--- config.mk ---
export PLATFORM = sky130hd
export DESIGN_NAME = glitch_safe_ctrl
export DESIGN_NICKNAME = d
export VERILOG_FILES = /design/src/rtl/gsc_pkg.sv /design/src/rtl/gsc_phase_gen.sv /design/src/rtl/gsc_hold_reg.sv /design/src/rtl/gsc_seq_core.sv /design/src/rtl/glitch_safe_ctrl.sv
export SDC_FILE = /design/constraint.sdc
export NUM_CORES = 1
export LEC_CHECK = 0
export ABC_AREA = 1
export BUFFER_PORTS_ARGS = -buffer_cell sky130_fd_sc_hd__buf_4
export CAP_MARGIN = 20
export CELL_PAD_IN_SITES_DETAIL_PLACEMENT = 2
export CELL_PAD_IN_SITES_GLOBAL_PLACEMENT = 2
export CORE_AREA = 2 2 39 41
export CTS_CLUSTER_SIZE = 25
export DETAILED_ROUTE_END_ITERATION = 12
export DIE_AREA = 0 0 41 43
export PLACE_DENSITY_LB_ADDON = 0.1
export SLEW_MARGIN = 30
export SYNTH_ARGS = -nofsm -noshare
export SYNTH_HDL_FRONTEND = slang
export SYNTH_SLANG_ARGS = --single-unit
--- constraint.sdc ---
create_clock -name clk -period 0.8 [get_ports clk]
set_input_delay 0.04 -clock clk [delete_from_list [all_inputs] [get_ports clk]]
set_output_delay 0.04 -clock clk [all_outputs]
set_load 0.1 [all_outputs]
--- src/rtl/gsc_pkg.sv ---
package gsc_pkg;

  // Johnson-ordered controller state: neighbours differ in one bit
  typedef enum logic [1:0] {
    ST_IDLE = 2'b00,
    ST_ARM  = 2'b01,
    ST_BUSY = 2'b11,
    ST_ACK  = 2'b10
  } ctl_state_t;

  localparam int PHASE_W   = 2;
  localparam int PH_UPDATE = 0;
  localparam int PH_OUTPUT = 2;

  // input holding register bit positions
  localparam int N_ASYNC  = 2;
  localparam int IDX_REQ  = 0;
  localparam int IDX_DONE = 1;

  // output holding register bit positions
  localparam int N_OUT    = 2;
  localparam int OUT_BUSY = 0;
  localparam int OUT_ACK  = 1;

endpackage

--- src/rtl/gsc_phase_gen.sv ---
module gsc_phase_gen
  import gsc_pkg::*;
#(
  parameter int SYNC_RATIO = 4
) (
  input  logic clk,
  input  logic rst_n,
  output logic upd_en,
  output logic sync_stb,
  output logic out_stb
);

  logic [PHASE_W-1:0] phase_q;
  logic [PHASE_W-1:0] phase_d;

  always_comb begin
    phase_d = phase_q + {{(PHASE_W-1){1'b0}}, 1'b1};
  end

  always_ff @(posedge clk or negedge rst_n) begin
    if (!rst_n) begin
      phase_q <= '0;
    end else begin
      phase_q <= phase_d;
    end
  end

  assign upd_en  = (phase_q == PHASE_W'(PH_UPDATE));
  assign out_stb = (phase_q == PHASE_W'(PH_OUTPUT));

  generate
    if (SYNC_RATIO == 4) begin : g_sync_x4
      assign sync_stb = 1'b1;
    end else begin : g_sync_x2
      assign sync_stb = ~phase_q[0];
    end
  endgenerate

  AST_PHASE_ADVANCE: assert property (@(posedge clk) disable iff (!rst_n)
    $past(rst_n) |-> phase_q == $past(phase_q) + 2'd1);

  AST_OUT_AFTER_UPDATE: assert property (@(posedge clk) disable iff (!rst_n)
    ($past(rst_n, 2) && out_stb) |-> $past(upd_en, 2));

endmodule

--- src/rtl/gsc_hold_reg.sv ---
module gsc_hold_reg #(
  parameter int W = 2
) (
  input  logic         clk,
  input  logic         rst_n,
  input  logic         ld,
  input  logic [W-1:0] d,
  output logic [W-1:0] q
);

  logic [W-1:0] hold_q;
  logic [W-1:0] hold_d;

  always_comb begin
    hold_d = ld ? d : hold_q;
  end

  always_ff @(posedge clk or negedge rst_n) begin
    if (!rst_n) begin
      hold_q <= '0;
    end else begin
      hold_q <= hold_d;
    end
  end

  assign q = hold_q;

  AST_HOLD_WITHOUT_LOAD: assert property (@(posedge clk) disable iff (!rst_n)
    ($past(rst_n) && !$past(ld)) |-> q == $past(q));

endmodule

--- src/rtl/gsc_seq_core.sv ---
module gsc_seq_core
  import gsc_pkg::*;
(
  input  logic               clk,
  input  logic               rst_n,
  input  logic               upd_en,
  input  logic [N_ASYNC-1:0] in_held,
  output logic [N_OUT-1:0]   out_dec
);

  ctl_state_t state_q;
  ctl_state_t state_d;
  ctl_state_t state_nxt;
  logic       req_h;
  logic       done_h;

  assign req_h  = in_held[IDX_REQ];
  assign done_h = in_held[IDX_DONE];

  // each branch looks at a single held input
  always_comb begin
    state_nxt = state_q;
    case (state_q)
      ST_IDLE: state_nxt = req_h  ? ST_ARM : ST_IDLE;
      ST_ARM:  state_nxt = ST_BUSY;
      ST_BUSY: state_nxt = done_h ? ST_ACK : ST_BUSY;
      ST_ACK:  state_nxt = ST_IDLE;
      default: state_nxt = ST_IDLE;
    endcase
  end

  always_comb begin
    state_d = upd_en ? state_nxt : state_q;
  end

  always_ff @(posedge clk or negedge rst_n) begin
    if (!rst_n) begin
      state_q <= ST_IDLE;
    end else begin
      state_q <= state_d;
    end
  end

  always_comb begin
    out_dec           = '0;
    out_dec[OUT_BUSY] = (state_q == ST_ARM) || (state_q == ST_BUSY);
    out_dec[OUT_ACK]  = (state_q == ST_ACK);
  end

  logic [1:0] st_bits;
  assign st_bits = state_q;

  AST_ONE_BIT_STEP: assert property (@(posedge clk) disable iff (!rst_n)
    ($past(rst_n) && st_bits != $past(st_bits)) |->
      $countones(st_bits ^ $past(st_bits)) == 1);

  AST_STATE_ON_UPDATE_ONLY: assert property (@(posedge clk) disable iff (!rst_n)
    ($past(rst_n) && !$past(upd_en)) |-> $stable(st_bits));

  AST_ARM_TO_BUSY: assert property (@(posedge clk) disable iff (!rst_n)
    (state_q == ST_ARM && upd_en) |=> state_q == ST_BUSY);

  AST_IDLE_IGNORES_DONE: assert property (@(posedge clk) disable iff (!rst_n)
    (state_q == ST_IDLE && upd_en && !req_h) |=> state_q == ST_IDLE);

  AST_BUSY_IGNORES_REQ: assert property (@(posedge clk) disable iff (!rst_n)
    (state_q == ST_BUSY && upd_en && !done_h) |=> state_q == ST_BUSY);

endmodule

--- src/rtl/glitch_safe_ctrl.sv ---
module glitch_safe_ctrl
  import gsc_pkg::*;
#(
  parameter int SYNC_RATIO = 4
) (
  input  logic clk,
  input  logic rst_n,
  input  logic req_async,
  input  logic done_async,
  output logic ack,
  output logic busy
);

  // reset: asserted asynchronously, released after two edges
  logic [1:0] rst_sync_q;
  logic       rst_int_n;

  always_ff @(posedge clk or negedge rst_n) begin
    if (!rst_n) begin
      rst_sync_q <= 2'b00;
    end else begin
      rst_sync_q <= {rst_sync_q[0], 1'b1};
    end
  end

  assign rst_int_n = rst_sync_q[1];

  logic upd_en;
  logic sync_stb;
  logic out_stb;

  gsc_phase_gen #(.SYNC_RATIO(SYNC_RATIO)) u_phase (
    .clk      (clk),
    .rst_n    (rst_int_n),
    .upd_en   (upd_en),
    .sync_stb (sync_stb),
    .out_stb  (out_stb)
  );

  logic [N_ASYNC-1:0] in_raw;
  logic [N_ASYNC-1:0] in_held;

  always_comb begin
    in_raw           = '0;
    in_raw[IDX_REQ]  = req_async;
    in_raw[IDX_DONE] = done_async;
  end

  gsc_hold_reg #(.W(N_ASYNC)) u_in_hold (
    .clk   (clk),
    .rst_n (rst_int_n),
    .ld    (sync_stb),
    .d     (in_raw),
    .q     (in_held)
  );

  logic [N_OUT-1:0] out_dec;
  logic [N_OUT-1:0] out_held;

  gsc_seq_core u_core (
    .clk     (clk),
    .rst_n   (rst_int_n),
    .upd_en  (upd_en),
    .in_held (in_held),
    .out_dec (out_dec)
  );

  gsc_hold_reg #(.W(N_OUT)) u_out_hold (
    .clk   (clk),
    .rst_n (rst_int_n),
    .ld    (out_stb),
    .d     (out_dec),
    .q     (out_held)
  );

  assign ack  = out_held[OUT_ACK];
  assign busy = out_held[OUT_BUSY];

  AST_PORTS_ONLY_AFTER_OUT_STB: assert property (@(posedge clk) disable iff (!rst_int_n)
    ($past(rst_int_n) && !$past(out_stb)) |-> ($stable(ack) && $stable(busy)));

  AST_RESET_OUTPUTS_LOW: assert property (@(posedge clk)
    !rst_n |-> (!ack && !busy));

endmodule

Word level (Yosys, flattened, before mapping)
Cells that the tools add are included.
Word-level totals
  logic and storage cells: 16
  bits in registers: 10
  output and inout port bits: 2
Cells by class
  mux-type cells: 3
  add/subtract/negate cells: 1
  eq/ne operators: 4
  reduce and logical (&&, ||, !) cells: 3
Operator list (count)
  $pmux 2 s4: 1
  $eq 2x2->1 const B: 3
  $logic_not 2->1: 2
  $add 2x1->2 const B: 1
  $eq 2x1->1 const B: 1
  $mux 1: 2
  $logic_or 1x1->1: 1

Longest topological paths before layout
  depth after elaboration: 2
  mapped depth: 6
  depth with buffers taken out: 6

Modules after synthesis
From an unflattened synthesis, not the netlist that was laid out.
Unflattened totals
  cell total of the unflattened synthesis: 46
  area total of the unflattened synthesis: 414.1 um2
Modules (own cells, without submodules)
  gsc_hold_reg: times used 2, cells an instance 9, seq. area each 50.0 um2, area an instance 76.3 um2
  gsc_seq_core: times used 1, cells an instance 17, seq. area each 50.0 um2, area an instance 113.9 um2
  gsc_phase_gen: times used 1, cells an instance 8, seq. area each 50.0 um2, area an instance 93.8 um2
  glitch_safe_ctrl: times used 1, cells an instance 3, seq. area each 50.0 um2, area an instance 53.8 um2

Worst setup path before layout
OpenSTA, ideal clock, no wires.
  kind: register -> register
  start point: reg, netlist name u_out_hold.q[0]
  end point: reg u_out_hold.hold_q[0] (netlist: u_out_hold.q[0])
  cell stages (with the launch flop): 3
  setup time: 0.078 ns
  arrival: 1.128 ns
  buffers on the path: 0
  required time: 0.722 ns
  setup slack: -0.405 ns
  path through: dfrtp_1 nor2_1 a21oi_1
RTL lines
  end signal, assigned: line gsc_hold_reg.sv:22  | hold_q <= hold_d;
  end, declared: line gsc_hold_reg.sv:11  | logic [W-1:0] hold_q;

Worst setup path in the final report
  start point: reg u_out_hold.hold_q[0] (netlist: u_out_hold.q[0])
  end point: out busy
RTL lines
  end, declared: line glitch_safe_ctrl.sv:11  | output logic busy
No word-level cell between the ends.

==> impl_summary.md <==
Outcome
The flow ran to the end, but the final reports show violations. The checks that failed: negative setup slack.

Worst hold path
The worst hold path belongs to the class primary input to asynchronous set/reset pin.

Critical path
Of all nets on the critical path, the largest fanout is 2. Tracing the worst setup path back leads to its startpoint at u_out_hold.q[0]. The worst setup path is of the flop to output port kind.

Together, buffers and inverters on the worst path number 1. The nature of the critical path endpoint is an output port. The startpoint type of the worst setup path is a flop.

Walking the worst path, the cells encountered are buf_12. The worst stage delay on the critical path is about 0.5 ns. For this design, the slowest cell found on the critical path is sky130_fd_sc_hd__dfrtp_4. STA puts the critical path data arrival time at 0.93 ns.

The worst register-to-register path begins at u_phase.phase_q[1]. The top cell family by delay on the critical path is flip-flops. Data on the critical path is required at its endpoint by 0.76 ns.

Pwr
The cell internal power dissipation is 1.05 mW. The power density over the cells is 2790 nW/um^2. The part of the total power dissipated in sequential elements is 0.415. The share of total power dissipated in combinational logic is 0.305. Of the total power, the share spent switching nets is 0.333. In this run the static leakage power is 0.261 nW. The clock power share is 0.280. The analysis attributes to net switching a power of 0.527 mW.

The peak ir drop on the vdd network is 0.00102 V.

Finish
The antenna cell count is 0. The library cells used most frequently in the layout, excluding fill and tap cells, are sky130_fd_sc_hd__dfrtp_1 (8), sky130_fd_sc_hd__nand2_1 (5), sky130_fd_sc_hd__buf_4 (4). The finished cells cover around 570 um^2. The net count of the finished layout is 51. The share of cells above drive strength 1 is 0.568. Once layout is complete, the utilization of the core stands at 0.410. Counting the fill cells in the layout gives about 150. Relative to the synthesized area, the layout overhead comes to 60.1%. The most frequent standard cell in the layout excluding fill and tap cells is sky130_fd_sc_hd__dfrtp_1.

Detailed routing
The via count of the routed design is approximately 240. The routed design has between 600 and 700 um of wire. The number of DRC markers after the initial detailed-route iteration is 0. For this run, the detailed router's first-pass iteration total came to 1. The detailed-route vias per instance is a little over 4. The detailed-route DRC error count is 0.

The remaining number of nets flagged by the antenna check after routing is 0. After detailed routing, the average wire length per cell comes to 11.1 um.

Timing
The count of pins over their slew limit was 0. For the final database, setup skew stands at slightly above 0.002 ns. The maximum clock frequency is roughly 1.0 GHz. The slack of the critical path is -0.173 ns. Setup repair after global routing could not meet its margin everywhere.

After routing, the total negative slack on setup checks comes to -0.708 ns. The worst path in the final design needs a cycle of slightly below 1 ns, including I/O delays and setup. The setup-violating endpoint count in the final report is 6.

The final hold slack is between 0.08 and 0.09 ns. The number of hold violations in the final report is 0. Dividing the final minimum period by the clock period gives 1.22.

Placement
The final HPWL from detailed placement is 486 um. OpenSTA, run right after detailed placement, puts the worst setup slack at -0.163 ns. Port buffering added 5 buffers.

The area of placed instances is approximately 430 um^2. At the end of routability-driven placement, the weighted congestion stood at approximately 0.57.

Clock network
The clock root buffer is sky130_fd_sc_hd__clkbuf_4. TritonCTS built the clock tree. CTS built an H-tree with a depth of 1. The number of sinks on the clock net is 10. The TritonCTS buffer count is 3.

Clock-pin slew was measured on the worst setup and hold paths at about 0.07 ns. The maximum buffer depth of the clock tree is 2. The latest clock arrival within the worst-skew pair is 0.26 ns.

Logic synthesis
The library cell with the largest summed area after synthesis is sky130_fd_sc_hd__dfrtp_1. In the synthesized netlist, the number of instances is 31. The number of distinct library cell variants in the gate-level netlist after synthesis is 12. Yosys attributes the largest share of cell area to sky130_fd_sc_hd__dfrtp_1 (71%), sky130_fd_sc_hd__ha_1 (7.1%), sky130_fd_sc_hd__nand2_1 (6.4%). The mean post-synth cell area is 11.4 um^2. Summing every instance area after synthesis gives 354 um^2. The count of synthesis-stage warnings from yosys is 0. Counting every net in the synthesized netlist gives 37. The synthesized design contains 10 register bits. The share of synthesized area in the top cell type comes to 0.707. The fraction of the yosys area taken by sequential cells is 0.707.

Die
The floorplan die height is about 43 um. The floorplan has 14 rows. From left edge to right edge, the die measures just over 40 um.

The die area is between 1500 and 2000 um^2. The starting density of the core is 0.256. The core region is 1380 um^2. In this run the count of I/O pins placed on the die edge is 6.

Global routing
For this run the aggregate overflow at the end of global routing stands at 0. The initial antenna violation count was 0. The maximum number of pins on one net before global-route repair is 9. In the global route stage, overall resource usage came out at 0.102. The first global-routing pass estimated roughly 1100 um of wire. The via count of the first global-routing pass is about 260.

Flow run
Max-cap violations in this run came to 0.
power by group through the flow:
stage | clock [mW] | sequential, mW | combinational (mW)
after detailed placement | 0 | 0.647 | 0.355
after global placement | 0 | 0.641 | 0.344
final | 0.443 | 0.657 | 0.482
after floorplan | 0 | 0.843 | 0.0692
after global routing | 0.497 | 0.670 | 0.511
after CTS | 0.474 | 0.654 | 0.467
area by class of cell:
class	count	area, um^2	share of cell area
Clock buffer	4	36.3	0.0640
Inverter	6	25.0	0.0442
Multi-Input combinational cell	15	128	0.225
Sequential cell	10	258	0.455
Tap cell	16	20.0	0.0353
Timing Repair Buffer	9	100	0.177
final timing paths:
kind	end	slack (ns)	cells past startpoint
min	rst_sync_q[0]	0.09	2
max in group asynchronous	u_out_hold.q[0]	0.38	0
max reg2reg	u_core.st_bits[0]	-0.13	6
max	busy	-0.17	1
min reg2reg	u_core.st_bits[0]	0.14	0
min in group clk	rst_sync_q[1]	0.37	0
cell usage after synthesis:
cell                      count
sky130_fd_sc_hd__nand3_1      1
sky130_fd_sc_hd__dfrtp_1     10
sky130_fd_sc_hd__nor2_1       1
sky130_fd_sc_hd__inv_1        5
sky130_fd_sc_hd__nand2_1      6
sky130_fd_sc_hd__o21ai_1      1
sky130_fd_sc_hd__conb_1       1
sky130_fd_sc_hd__ha_1         2
sky130_fd_sc_hd__inv_2        1
sky130_fd_sc_hd__a21oi_1      1
sky130_fd_sc_hd__o21ai_0      1
sky130_fd_sc_hd__nor2_2       1
per-layer routing:
layer	global-route usage	part of all wire	vias up
li1	-	-	117
met1	0.115	0.37	121
met2	0.159	0.59	5
met3	0.0157	0.037	0
met4	0.0800	0	0
met5	0	0	-
cell families after synthesis:
group | count (synthesis) | share of synthesized area
and+or+nand+nor | 9 | 0.106
AOI/OAI and AO/OA | 3 | 0.0424
DFF | 10 | 0.707
adders and majority gates | 2 | 0.0707
buffers and inverters | 6 | 0.0636
other | 1 | 0.0106
flip-flops by register name, summed over array words and instances (netlist names):
signal           flops
u_in_hold.q          2
rst_sync_q           2
u_out_hold.q         2
u_phase.phase_q      2
u_core.st_bits       2
through the flow:
| stage | std cells | power [mW] |
|---|---|---|
| final | 60 | 1.58 |
| after CTS | 60 | 1.60 |
| after global routing | 60 | 1.68 |
| after global placement | 52 | 0.985 |
| after floorplan | 31 | 0.912 |
| after detailed placement | 52 | 1.00 |
what timing repair did:
action	in CTS	in global routing
resized for setup	12	3
pin swaps	3	1
endpoints found under the setup margin	6	7
buffers inserted	1	0
hold buffers	3	0
gates cloned	0	0
endpoints found under the hold margin	4	0
(Power assumes the default switching activity.)
